`src/rtl/shspi_pkg.sv`:
```
package shspi_pkg;

    localparam int SYNC_STAGES_DEF = 2;

    typedef struct packed {
        logic turn;
        logic four_wire;
        logic irq_share;
    } shspi_cfg_t;

    typedef struct packed {
        logic dat;
        logic oe;
    } shspi_pin_t;

    function automatic logic rx_enabled(shspi_cfg_t c);
        return c.four_wire || !c.turn;
    endfunction

    function automatic logic tx_enabled(shspi_cfg_t c);
        return c.four_wire || c.turn;
    endfunction

endpackage

```
`src/rtl/shspi_sync.sv`:
```
module shspi_sync #(
    parameter int          W       = 1,
    parameter int          STAGES  = 2,
    parameter logic [W-1:0] RST_VAL = '0
) (
    input  logic         clk,
    input  logic         rst,
    input  logic [W-1:0] d,
    output logic [W-1:0] q
);
    logic [W-1:0] stg [STAGES];

    always_ff @(posedge clk) begin
        if (rst) begin
            for (int i = 0; i < STAGES; i++) stg[i] <= RST_VAL;
        end else begin
            stg[0] <= d;
            for (int i = 1; i < STAGES; i++) stg[i] <= stg[i-1];
        end
    end

    assign q = stg[STAGES-1];
endmodule

```
`src/rtl/shspi_engine.sv`:
```
module shspi_engine
    import shspi_pkg::*;
#(
    parameter int DATA_W = 8
) (
    input  logic              clk,
    input  logic              rst,
    input  logic              ss_act,
    input  logic              sck_s,
    input  logic              din_s,
    input  shspi_cfg_t        cfg,
    input  logic [DATA_W-1:0] tx_byte,
    output logic [DATA_W-1:0] rx_byte,
    output logic              rx_valid,
    output logic              tx_load,
    output logic              tx_bit
);
    localparam int CNT_W = $clog2(DATA_W);
    localparam logic [CNT_W-1:0] LAST_POS = CNT_W'(DATA_W - 1);

    logic              sck_d, ss_d;
    logic [CNT_W-1:0]  cnt;
    logic [DATA_W-1:0] rx_sh, tx_sh;
    logic              shift_due;
    logic              rise, fall, start, last;
    logic [DATA_W-1:0] rx_next;

    assign rise    = sck_s & ~sck_d;
    assign fall    = ~sck_s & sck_d;
    assign start   = ss_act & ~ss_d;
    assign last    = (cnt == LAST_POS);
    assign rx_next = {rx_sh[DATA_W-2:0], din_s};

    always_ff @(posedge clk) begin
        if (rst) begin
            sck_d     <= 1'b0;
            ss_d      <= 1'b0;
            cnt       <= '0;
            rx_sh     <= '0;
            tx_sh     <= '0;
            rx_byte   <= '0;
            rx_valid  <= 1'b0;
            tx_load   <= 1'b0;
            shift_due <= 1'b0;
        end else begin
            sck_d    <= sck_s;
            ss_d     <= ss_act;
            rx_valid <= 1'b0;
            tx_load  <= 1'b0;
            if (!ss_act) begin
                cnt       <= '0;
                shift_due <= 1'b0;
            end else if (start) begin
                cnt       <= '0;
                shift_due <= 1'b0;
                tx_sh     <= tx_byte;
                tx_load   <= tx_enabled(cfg);
            end else if (rise) begin
                rx_sh <= rx_next;
                if (last) begin
                    cnt       <= '0;
                    rx_byte   <= rx_next;
                    rx_valid  <= rx_enabled(cfg);
                    tx_sh     <= tx_byte;
                    tx_load   <= tx_enabled(cfg);
                    shift_due <= 1'b0;
                end else begin
                    cnt       <= cnt + 1'b1;
                    shift_due <= 1'b1;
                end
            end else if (fall && shift_due) begin
                tx_sh     <= {tx_sh[DATA_W-2:0], 1'b0};
                shift_due <= 1'b0;
            end
        end
    end

    assign tx_bit = tx_sh[DATA_W-1];
endmodule

```
`src/rtl/shspi_pinmux.sv`:
```
module shspi_pinmux
    import shspi_pkg::*;
(
    input  logic       ss_act,
    input  shspi_cfg_t cfg,
    input  logic       tx_bit,
    input  logic       irq_in,
    output shspi_pin_t dio,
    output shspi_pin_t miso
);
    always_comb begin
        dio  = '0;
        miso = '0;
        if (ss_act) begin
            if (cfg.four_wire) begin
                miso.oe  = 1'b1;
                miso.dat = tx_bit;
            end else if (cfg.turn) begin
                dio.oe  = 1'b1;
                dio.dat = tx_bit;
            end
        end else if (cfg.irq_share) begin
            dio.oe  = 1'b1;
            dio.dat = irq_in;
        end
    end
endmodule

```
`src/rtl/shdata_spi_slave.sv`:
```
module shdata_spi_slave
    import shspi_pkg::*;
#(
    parameter int DATA_W      = 8,
    parameter int SYNC_STAGES = SYNC_STAGES_DEF
) (
    input  logic              clk,
    input  logic              rst,
    input  logic              sck_in,
    input  logic              ss_n_in,
    input  logic              dio_in,
    output logic              dio_out,
    output logic              dio_oe,
    output logic              miso_out,
    output logic              miso_oe,
    input  logic              irq_in,
    input  logic              cfg_turn,
    input  logic              cfg_four_wire,
    input  logic              cfg_irq_share,
    input  logic [DATA_W-1:0] tx_byte,
    output logic              tx_load,
    output logic [DATA_W-1:0] rx_byte,
    output logic              rx_valid
);
    localparam int NSYNC = 3;

    logic [NSYNC-1:0] raw, synced;
    logic             ss_act, tx_bit;
    shspi_cfg_t       cfg;
    shspi_pin_t       dio, miso;

    assign raw = {ss_n_in, sck_in, dio_in};
    assign cfg = '{turn: cfg_turn, four_wire: cfg_four_wire, irq_share: cfg_irq_share};

    shspi_sync #(.W(NSYNC), .STAGES(SYNC_STAGES), .RST_VAL(3'b100)) u_sync (
        .clk (clk),
        .rst (rst),
        .d   (raw),
        .q   (synced)
    );

    assign ss_act = ~synced[2];

    shspi_engine #(.DATA_W(DATA_W)) u_engine (
        .clk      (clk),
        .rst      (rst),
        .ss_act   (ss_act),
        .sck_s    (synced[1]),
        .din_s    (synced[0]),
        .cfg      (cfg),
        .tx_byte  (tx_byte),
        .rx_byte  (rx_byte),
        .rx_valid (rx_valid),
        .tx_load  (tx_load),
        .tx_bit   (tx_bit)
    );

    shspi_pinmux u_pinmux (
        .ss_act (ss_act),
        .cfg    (cfg),
        .tx_bit (tx_bit),
        .irq_in (irq_in),
        .dio    (dio),
        .miso   (miso)
    );

    assign dio_out  = dio.dat;
    assign dio_oe   = dio.oe;
    assign miso_out = miso.dat;
    assign miso_oe  = miso.oe;
endmodule

```
`config.mk`:
```
export PLATFORM = sky130hd
export DESIGN_NAME = shdata_spi_slave
export DESIGN_NICKNAME = d
export VERILOG_FILES = /design/src/rtl/shspi_pkg.sv /design/src/rtl/shspi_sync.sv /design/src/rtl/shspi_engine.sv /design/src/rtl/shspi_pinmux.sv /design/src/rtl/shdata_spi_slave.sv
export SDC_FILE = /design/constraint.sdc
export NUM_CORES = 1
export LEC_CHECK = 0
export BUFFER_PORTS_ARGS = -buffer_cell sky130_fd_sc_hd__buf_2
export CELL_PAD_IN_SITES_DETAIL_PLACEMENT = 2
export CELL_PAD_IN_SITES_GLOBAL_PLACEMENT = 2
export CORE_MARGIN = 1.5
export CORE_UTILIZATION = 36
export CTS_CLUSTER_DIAMETER = 30
export DETAILED_ROUTE_END_ITERATION = 12
export GPL_ROUTABILITY_DRIVEN = 0
export PLACE_DENSITY = 0.86
export SYNTH_ARGS = -nofsm -noshare
export SYNTH_HDL_FRONTEND = slang
export SYNTH_SLANG_ARGS = --single-unit
```
`constraint.sdc`:
```
create_clock -name clk -period 2.5 [get_ports clk]
set_input_delay 0.125 -clock clk [delete_from_list [all_inputs] [get_ports clk]]
set_output_delay 0.125 -clock clk [all_outputs]
set_load 0.02 [all_outputs]
```
# Yosys cells after proc, flatten, opt, wreduce, memory -nomap -nowiden
# Memory sizes are Yosys's and may differ from the RTL's.
# Index checks and enable logic that the tools add are counted.
# word_totals
ff_bits,31
ram_bits,6
out_inout_bits,14
word_cells,59
mem_count,1
# mem_list
name,depth,width,rd,rd_ports_with_merged_regs,write_ports,line,source
u_sync.stg,2,3,2,0,2,shspi_sync.sv:11,logic [W-1:0] stg [STAGES];
# classes
addsub,1
n_eq_ne,2
n_mux,22
n_bitwise,12
reduce_logical,12
# op_table
cell,n
8-bit two-way mux,4
2-bit two-way mux,6
1-bit two-way mux,9
3-bit two-way mux,3
1-bit inverter,7
3-bit AND reduction,2
5-bit OR reduction,1
4-bit AND reduction,1
"3-bit by 1-bit adder with 3-bit output, second input constant",1
1-bit bitwise AND,3
"3-bit equality test, second input constant",1
"3-bit != test, second input constant",1
3-bit nonzero test,1
3-bit OR reduction,1
1-bit logical OR,2
1-bit OR,2
2-bit nonzero test,1
2-bit OR reduction,1
1-bit logical AND,1
1-bit zero test,1

# Depth between registers and ports, before layout
# Gate-level depths: netlist of run 1.
# depth
word_depth,6
mapped_depth,7

# Modules after synthesis
# From an unflattened synthesis of run 1, not the netlist that was laid out.
# unflattened
hier_cells,144
hier_area_um2,1501.4
# modules_own_cells
module,n_inst,cells_each,area_per_inst_um2,seq_area_each_um2
shspi_engine,1,120,1270.0,620.6
shspi_sync,1,15,180.2,120.1
shspi_pinmux,1,8,47.5,0.0
shdata_spi_slave,1,1,3.8,0.0

# Worst setup path before layout of run 1
# OpenSTA, ideal clock, no wires.
# synth_timing
path_type,reg-to-reg
startpoint,register u_engine.cnt[0]
endpoint,register u_engine.tx_sh[2]
arrival_ps,1408
required_time_ps,2414
path_slack_ps,1007
path_stages_with_launch,8
path_cell_list,dfxtp_1 > ha_1 > ha_1 > nand3b_4 > a31oi_4 > buf_6 > nor2_1 > a211oi_1
# synth_between
elab_chain_cells,3
# synth_lines
item,line,source
"start, declared",shspi_engine.sv:22,logic [CNT_W-1:0] cnt;
"start signal, assigned",shspi_engine.sv:68,cnt <= cnt + 1'b1;
3-bit equality test,shspi_engine.sv:31,assign last = (cnt == LAST_POS);
3-bit != test (no line),n/a,
3-bit AND reduction (no line),n/a,
"end signal, assigned",shspi_engine.sv:56,tx_sh <= tx_byte;
"end signal, assigned",shspi_engine.sv:64,tx_sh <= tx_byte;
"end signal, assigned",shspi_engine.sv:72,"tx_sh <= {tx_sh[DATA_W-2:0], 1'b0};"
"end, declared",shspi_engine.sv:23,"logic [DATA_W-1:0] rx_sh, tx_sh;"
# No other way between the ends.
# A chain may end at the register's enable or synchronous reset.

# Worst setup path after layout of run 1
# layout_timing
startpoint,register u_engine.cnt[0]
endpoint,register u_engine.tx_sh[1]
# The elaborated chain is that of the path after synthesis.

==> results of run 1 <==
## final timing paths
| kind | from | endpoint | cells after the start |
|---|---|---|---|
| max | u_engine.cnt[0]$_SDFFE_PP0N_ | u_engine.tx_sh[1]$_SDFFE_PP0P_ | 6 |
| min | ss_n_in | u_sync.stg[0][2]$_SDFF_PP1_ | 2 |
| max reg2reg | u_engine.cnt[0]$_SDFFE_PP0N_ | u_engine.tx_sh[1]$_SDFFE_PP0P_ | 6 |
| min reg2reg | u_sync.stg[0][2]$_SDFF_PP1_ | u_sync.stg[0][5]$_SDFF_PP1_ | 1 |
## cell type report
| cell class | count | area share [%] |
|---|---|---|
| Multi-Input combinational cell | 94 | 39.46 |
| Sequential cell | 37 | 43.50 |
| Clock buffer | 8 | 4.702 |
| Tap cell | 48 | 3.527 |
| Timing Repair Buffer | 30 | 8.817 |
## routing by layer
layer  share of wire (%)  global-route usage, %  wire length, um  vias up
met2                  51                  28.00             1631       22
met4                 2.1                  6.888               68        0
met5                   0                      0                0        -
met3                 3.4                  4.730              108        8
li1                    -                      -                -      526
met1                  43                  19.48             1369      525
## power groups by stage
stage                     clock network (mW)  logic, mW  registers (mW)
final                                  0.398     0.0686           0.609
after global routing                   0.435     0.0774           0.611
after CTS                              0.413     0.0702           0.610
after detailed placement                   0     0.0699           0.623
after global placement                     0     0.0647           0.622
after floorplan                            0     0.0512           0.620
## placed cells by master (no fill, tap or decap)
cell type  instances
mux2i_1           24
or2_1              2
and2_1             1
o21a_4             1
a31oi_1            1
clkbuf_8           5
buf_2             30
nand3_1            1
o21ai_0            2
a31oi_4            1
ha_1               2
nor2_1            28
nor2_4             2
nand2_1            1
nor2b_1            7
nand3b_4           1
a21oi_1            3
clkbuf_1           3
nor3_1             2
mux2_2             1
dfxtp_1           37
or2_2              1
nand3b_1           2
nand2b_1           4
a211oi_1           7
## state kept, by name (all words and copies together), names as in the netlist
| register | count |
|---|---|
| u_engine.rx_valid | 1 |
| u_engine.rx_byte | 8 |
| u_sync.stg | 6 |
| u_engine.ss_d | 1 |
| u_engine.cnt | 3 |
| u_engine.tx_load | 1 |
| u_engine.tx_sh | 8 |
| u_engine.shift_due | 1 |
| u_engine.rx_sh | 7 |
| u_engine.sck_d | 1 |
## cell families after synthesis
| logic type | count (synthesis) | share of synthesized area [%] |
|---|---|---|
| adders and majority gates | 2 | 1.711 |
| muxes | 25 | 17.19 |
| buffers and inverters | 7 | 3.421 |
| AOI/OAI and AO/OA | 15 | 8.212 |
| and+or+nand+nor | 52 | 18.82 |
| DFF | 37 | 50.64 |
## worst register-to-register path: stages, from the launching register on
cell and delay [ns]:
dfxtp_1 0.37, ha_1 0.16, ha_1 0.24, nand3b_4 0.14, a31oi_4 0.43, nor2_1 0.08, a211oi_1 0.24
==> metrics.cfg, run 1 <==
[floorplan]
die_h_um = 66.74
die-area_sq_mm = 0.004454
die_w_um = 66.74
coreArea_sq_mm = 0.003771
start_util_pct = 38.79
row_count = 22
io_pins = 31

[global_route]
gr-total-overflow = 0
grt_max_degree = 33
grt_pass1_vias = 1178
gr-usage-all-layers_pct = 16.55
grt_pass1_wl_um = 5451
antenna_found_initial = 0

[setup_path]
cp_cell_sequence = ha_1, ha_1, nand3b_4, a31oi_4, nor2_1, a211oi_1
r2r_slack_ns = 0.75
path_common_cell = ha_1
end_kind = flip-flop
worstSetupPathType = reg -> reg
critical_path_peak_fanout = 16
arrival_ns = 1.95
critPathSlowestCell = a31oi_4
cp.buffers_inverters = 0
critical-path-top-delay-family = compound AO/OA/AOI/OAI gates
crit_required_ns = 2.69
max_stage_delay_ns = 0.43
startpoint_type = flip-flop

[pwr]
powerDensity_mw_per_mm2 = 632.1
p_sw_share_pct = 22.83
peakVddDrop_uv = 350.2
p_sw_mw = 0.2458
p_clk_share_pct = 37.0
comb_power_share_pct = 6.4
pwr-share-seq_pct = 56.6
internal_power_mw = 0.8306
finalPower_mw = 1.076
power.leakage_nw = 0.7228

[clock_network]
postCtsSetupRepairBufs = 0
cts_buffer_depth = 2
cts_tree = built
holdBufCountCts = 0
path_clk_slew_ns = 0.07
clk_latency_ns = 0.29
cts-root-buf = clkbuf_8
htree_levels = 2
cts_buffers = 5
clock_sinks = 37
cts_resized = 0

[cells_and_area]
nNetsFinal = 187
area_growth_pct = 16.42
fillers = 411
antenna_cells = 0
drive_above_1_share_pct = 24.85
seq_area_sq_um = 740.7
fin_util_pct = 45.16
instances_no_fill = 217
multiInputGateArea_sq_um = 671.9
postLayoutCellArea_sq_mm = 0.001703

[sta]
whs_ns = 0.01306
tns_ns = 0
finalCritPeriodShare_pct = 70.19
rsz0062_at_grt = false
hold_viol = 0
fin_ws_ns = 0.7453
slew-limit-headroom_pct = 61.57
fin_skew_ns = 0.003588
min_period_ns = 1.755
slew_violations = 0
setup_viol = 0
tightest_slew_ns = 0.5765
fmax_mhz = 569.9

[synth]
async_reset_ff_share_pct = 0
synth_common_cells = dfxtp_1, nor2_1, mux2i_1
synth_most_common_cell = dfxtp_1
synth_ff_type = dfxtp_1
synth-seq-area-share_pct = 50.64
synth_area_leaders = dfxtp_1, mux2i_1, nor2_1
synth_area_sq_mm = 0.001463
synth_seq_cells = 37
synth_edf_count = 0
synth.distinct_cells = 25
yosys_warnings = 0
yosysTopAreaCell = dfxtp_1
syn_nets = 157
synth.top_cell.area_share_pct = 50.64
avgSynthCellArea_sq_um = 10.60
netlist_instances = 138

[place]
dp_hpwl_um = 2305
place_area_sq_mm = 0.001623
dpl_worst_slack_ns = 0.7522
io_buffers = 30
dp_cells = 209

[drt]
first_pass_iters = 3
drt_iter0_markers = 40
vias = 1081
viasPerCell = 4.982
routedWlPerCell_um = 14.64
wl_um = 3176
drc = 0
ant_nets = 0

[status]
status = complete, no violations

[hold_path]
min_path_type = in -> reg

[flow_run]
drv_cap = 0

Note: power is estimated with default switching activity, not from simulation.
==> run 2, diff against run 1 <==
--- a/config.mk
+++ b/config.mk
@@ -9,11 +9,11 @@
 export CELL_PAD_IN_SITES_DETAIL_PLACEMENT = 2
 export CELL_PAD_IN_SITES_GLOBAL_PLACEMENT = 2
 export CORE_MARGIN = 1.5
-export CORE_UTILIZATION = 36
+export CORE_UTILIZATION = 30
 export CTS_CLUSTER_DIAMETER = 30
 export DETAILED_ROUTE_END_ITERATION = 12
 export GPL_ROUTABILITY_DRIVEN = 0
-export PLACE_DENSITY = 0.86
+export PLACE_DENSITY = 0.76
 export SYNTH_ARGS = -nofsm -noshare
 export SYNTH_HDL_FRONTEND = slang
 export SYNTH_SLANG_ARGS = --single-unit
==> constraint.sdc (replaced) <==
create_clock -name clk -period 1.43 [get_ports clk]
set_input_delay 0.0715 -clock clk [delete_from_list [all_inputs] [get_ports clk]]
set_output_delay 0.0715 -clock clk [all_outputs]
set_load 0.02 [all_outputs]
==> metrics.cfg, run 2 (synthesis results as in run 1) <==
[pwr]
powerDensity_mw_per_mm2 = 1104  ; +75%
power.leakage_nw = 0.8181  ; +13%
peakVddDrop_uv = 373.3  ; +6.6%

[clock_network]
htree_levels = 2  ; unchanged
path_clk_slew_ns = 0.08  ; about the same
clk_latency_ns = 0.29  ; about the same
cts_buffer_depth = 2  ; unchanged
clock_sinks = 37  ; unchanged
cts_tree = built
cts_buffers = 5  ; unchanged
cts-root-buf = clkbuf_8

[setup_path]
cp-startpoint = u_engine.cnt[1]$_SDFFE_PP0N_
critical_path_peak_fanout = 15  ; -1
end_kind = flip-flop
reg2reg_from = u_engine.cnt[1]$_SDFFE_PP0N_
arrival_ns = 1.66  ; -0.29 ns
worstSetupPathType = reg -> reg
startpoint_type = flip-flop
crit_required_ns = 1.64  ; -1.05 ns

[drt]
drc = 0  ; unchanged
vias = 1161  ; +7.4%
first_pass_iters = 3  ; unchanged
wl_um = 4082  ; +29%
viasPerCell = 4.644  ; -6.8%
dr.max_layer_used = met4
wl_met2_um = 2333  ; +43%
drt_iter0_markers = 19  ; -53%
met1Wirelength_um = 1580  ; +15%
routedWlPerCell_um = 16.33  ; +12%
ant_nets = 0  ; unchanged
wl_met3_um = 103  ; -4.6%

[cells_and_area]
layout_commonest_cell = dfxtp_1
postLayoutCellArea_sq_mm = 0.001958  ; +15%
largest_registers = u_engine.rx_byte (8), u_engine.tx_sh (8), u_engine.rx_sh (7)
antenna_cells = 0  ; unchanged
drive_above_1_share_pct = 36.07  ; +11 points
area_growth_pct = 33.88
fillers = 527  ; +28%
nNetsFinal = 201  ; +7.5%
fin_util_pct = 41.46  ; -3.7 points
layout_common_cells = dfxtp_1, buf_2, nor2_1
instances_no_fill = 250  ; +15%

[status]
violations = negative setup slack
status = finished with violations

[hold_path]
min_path_type = in -> reg
worstHoldStart = sck_in

[sta]
fin_skew_ns = 0.003693  ; +0.0001051 ns
setup_viol = 3  ; +3
hold_viol = 0  ; unchanged
rsz0062_at_grt = true
fmax_mhz = 690.0  ; +21%
finalCritPeriodShare_pct = 101.4  ; +31 points
tightest_slew_ns = 0.2707  ; -0.3058 ns
slew_violations = 0  ; unchanged
min_period_ns = 1.449  ; -0.3053 ns
fin_ws_ns = -0.01936  ; -0.7647 ns
slew-limit-headroom_pct = 81.82  ; +20 points

[place]
place_area_sq_mm = 0.001755  ; +8.2%
io_buffers = 30  ; unchanged
dp_cells = 237  ; +13%
dp_hpwl_um = 2770  ; +20%

[global_route]
grt_pass1_wl_um = 6513  ; +19%
antenna_found_initial = 0  ; unchanged
grt_max_degree = 24  ; -27%
grt_pass1_vias = 1295  ; +9.9%
gr-usage-all-layers_pct = 16.82  ; +0.27 points
gr-total-overflow = 0  ; unchanged

[floorplan]
row_count = 25  ; +14%
die-area_sq_mm = 0.005303  ; +19%
die_w_um = 72.83  ; +9.1%
start_util_pct = 30.97  ; -7.8 points
io_pins = 31  ; unchanged
coreArea_sq_mm = 0.004723  ; +25%
die_h_um = 72.83  ; +9.1%

[flow_run]
drv_cap = 0  ; unchanged

[run 2: final timing paths]
check                                   endpoint  slack [ns]  cells past startpoint
setup / recovery  u_engine.tx_sh[3]$_SDFFE_PP0P_       -0.02                      7
hold / removal       u_sync.stg[0][1]$_SDFF_PP0_        0.01                      2
setup reg to reg  u_engine.tx_sh[3]$_SDFFE_PP0P_       -0.02                      7
hold reg to reg      u_sync.stg[0][5]$_SDFF_PP1_        0.41                      1
[run 2: final cells by class]
class / instances / area, sq um / area share (%)
Clock buffer: 7 / 86.33 / 4.409
Clock inverter: 1 / 30.03 / 1.534
Multi-Input combinational cell: 94 / 719.4 / 36.74
Sequential cell: 37 / 743.2 / 37.96
Tap cell: 67 / 83.83 / 4.281
Timing Repair Buffer: 44 / 295.3 / 15.08
[run 2: what timing repair did]
action | CTS | global route
endpoints found under the hold margin | 1 | 0
resized for setup | 5 | 2
endpoints found under the setup margin | 16 | 23
pin swaps | 1 | 2
hold buffers | 1 | 0
buffers inserted | 3 | 1
[run 2: critical path, cell delays in order (launching register included)]
cell and delay [ns]:
dfxtp_2 0.34, ha_4 0.16, ha_4 0.16, nand3b_4 0.10, a31oi_4 0.10, buf_12 0.16, buf_4 0.14, a211oi_2 0.19
[run 2: through the flow]
stage	setup TNS, ns	power, mW	hold slack, ns	setup slack (ns)
4_1_cts	-0.1717	2.184	0.01172	-0.04814
6_report	-0.04485	2.162	0.01345	-0.01936
3_5_place_dp	-1.111	1.225	0.2742	-0.1353
3_3_place_gp	-0.007268	1.212	0.2650	-0.005715
2_1_floorplan	0	1.172	0.1465	0.001002
5_1_grt	-0.7652	2.251	0.02625	-0.08402
[run 2: report_power, final]
part	switching, mW	internal (mW)
clock	0.384	0.569
combinational	0.0785	0.0693
sequential	0.0112	1.05
[run 2: per-layer routing]
metal / track usage [%] / up-vias
met2: 32.21 / 18
met1: 17.48 / 581
met3: 3.729 / 6
li1: - / 556
met5: 0 / -
met4: 6.918 / 0
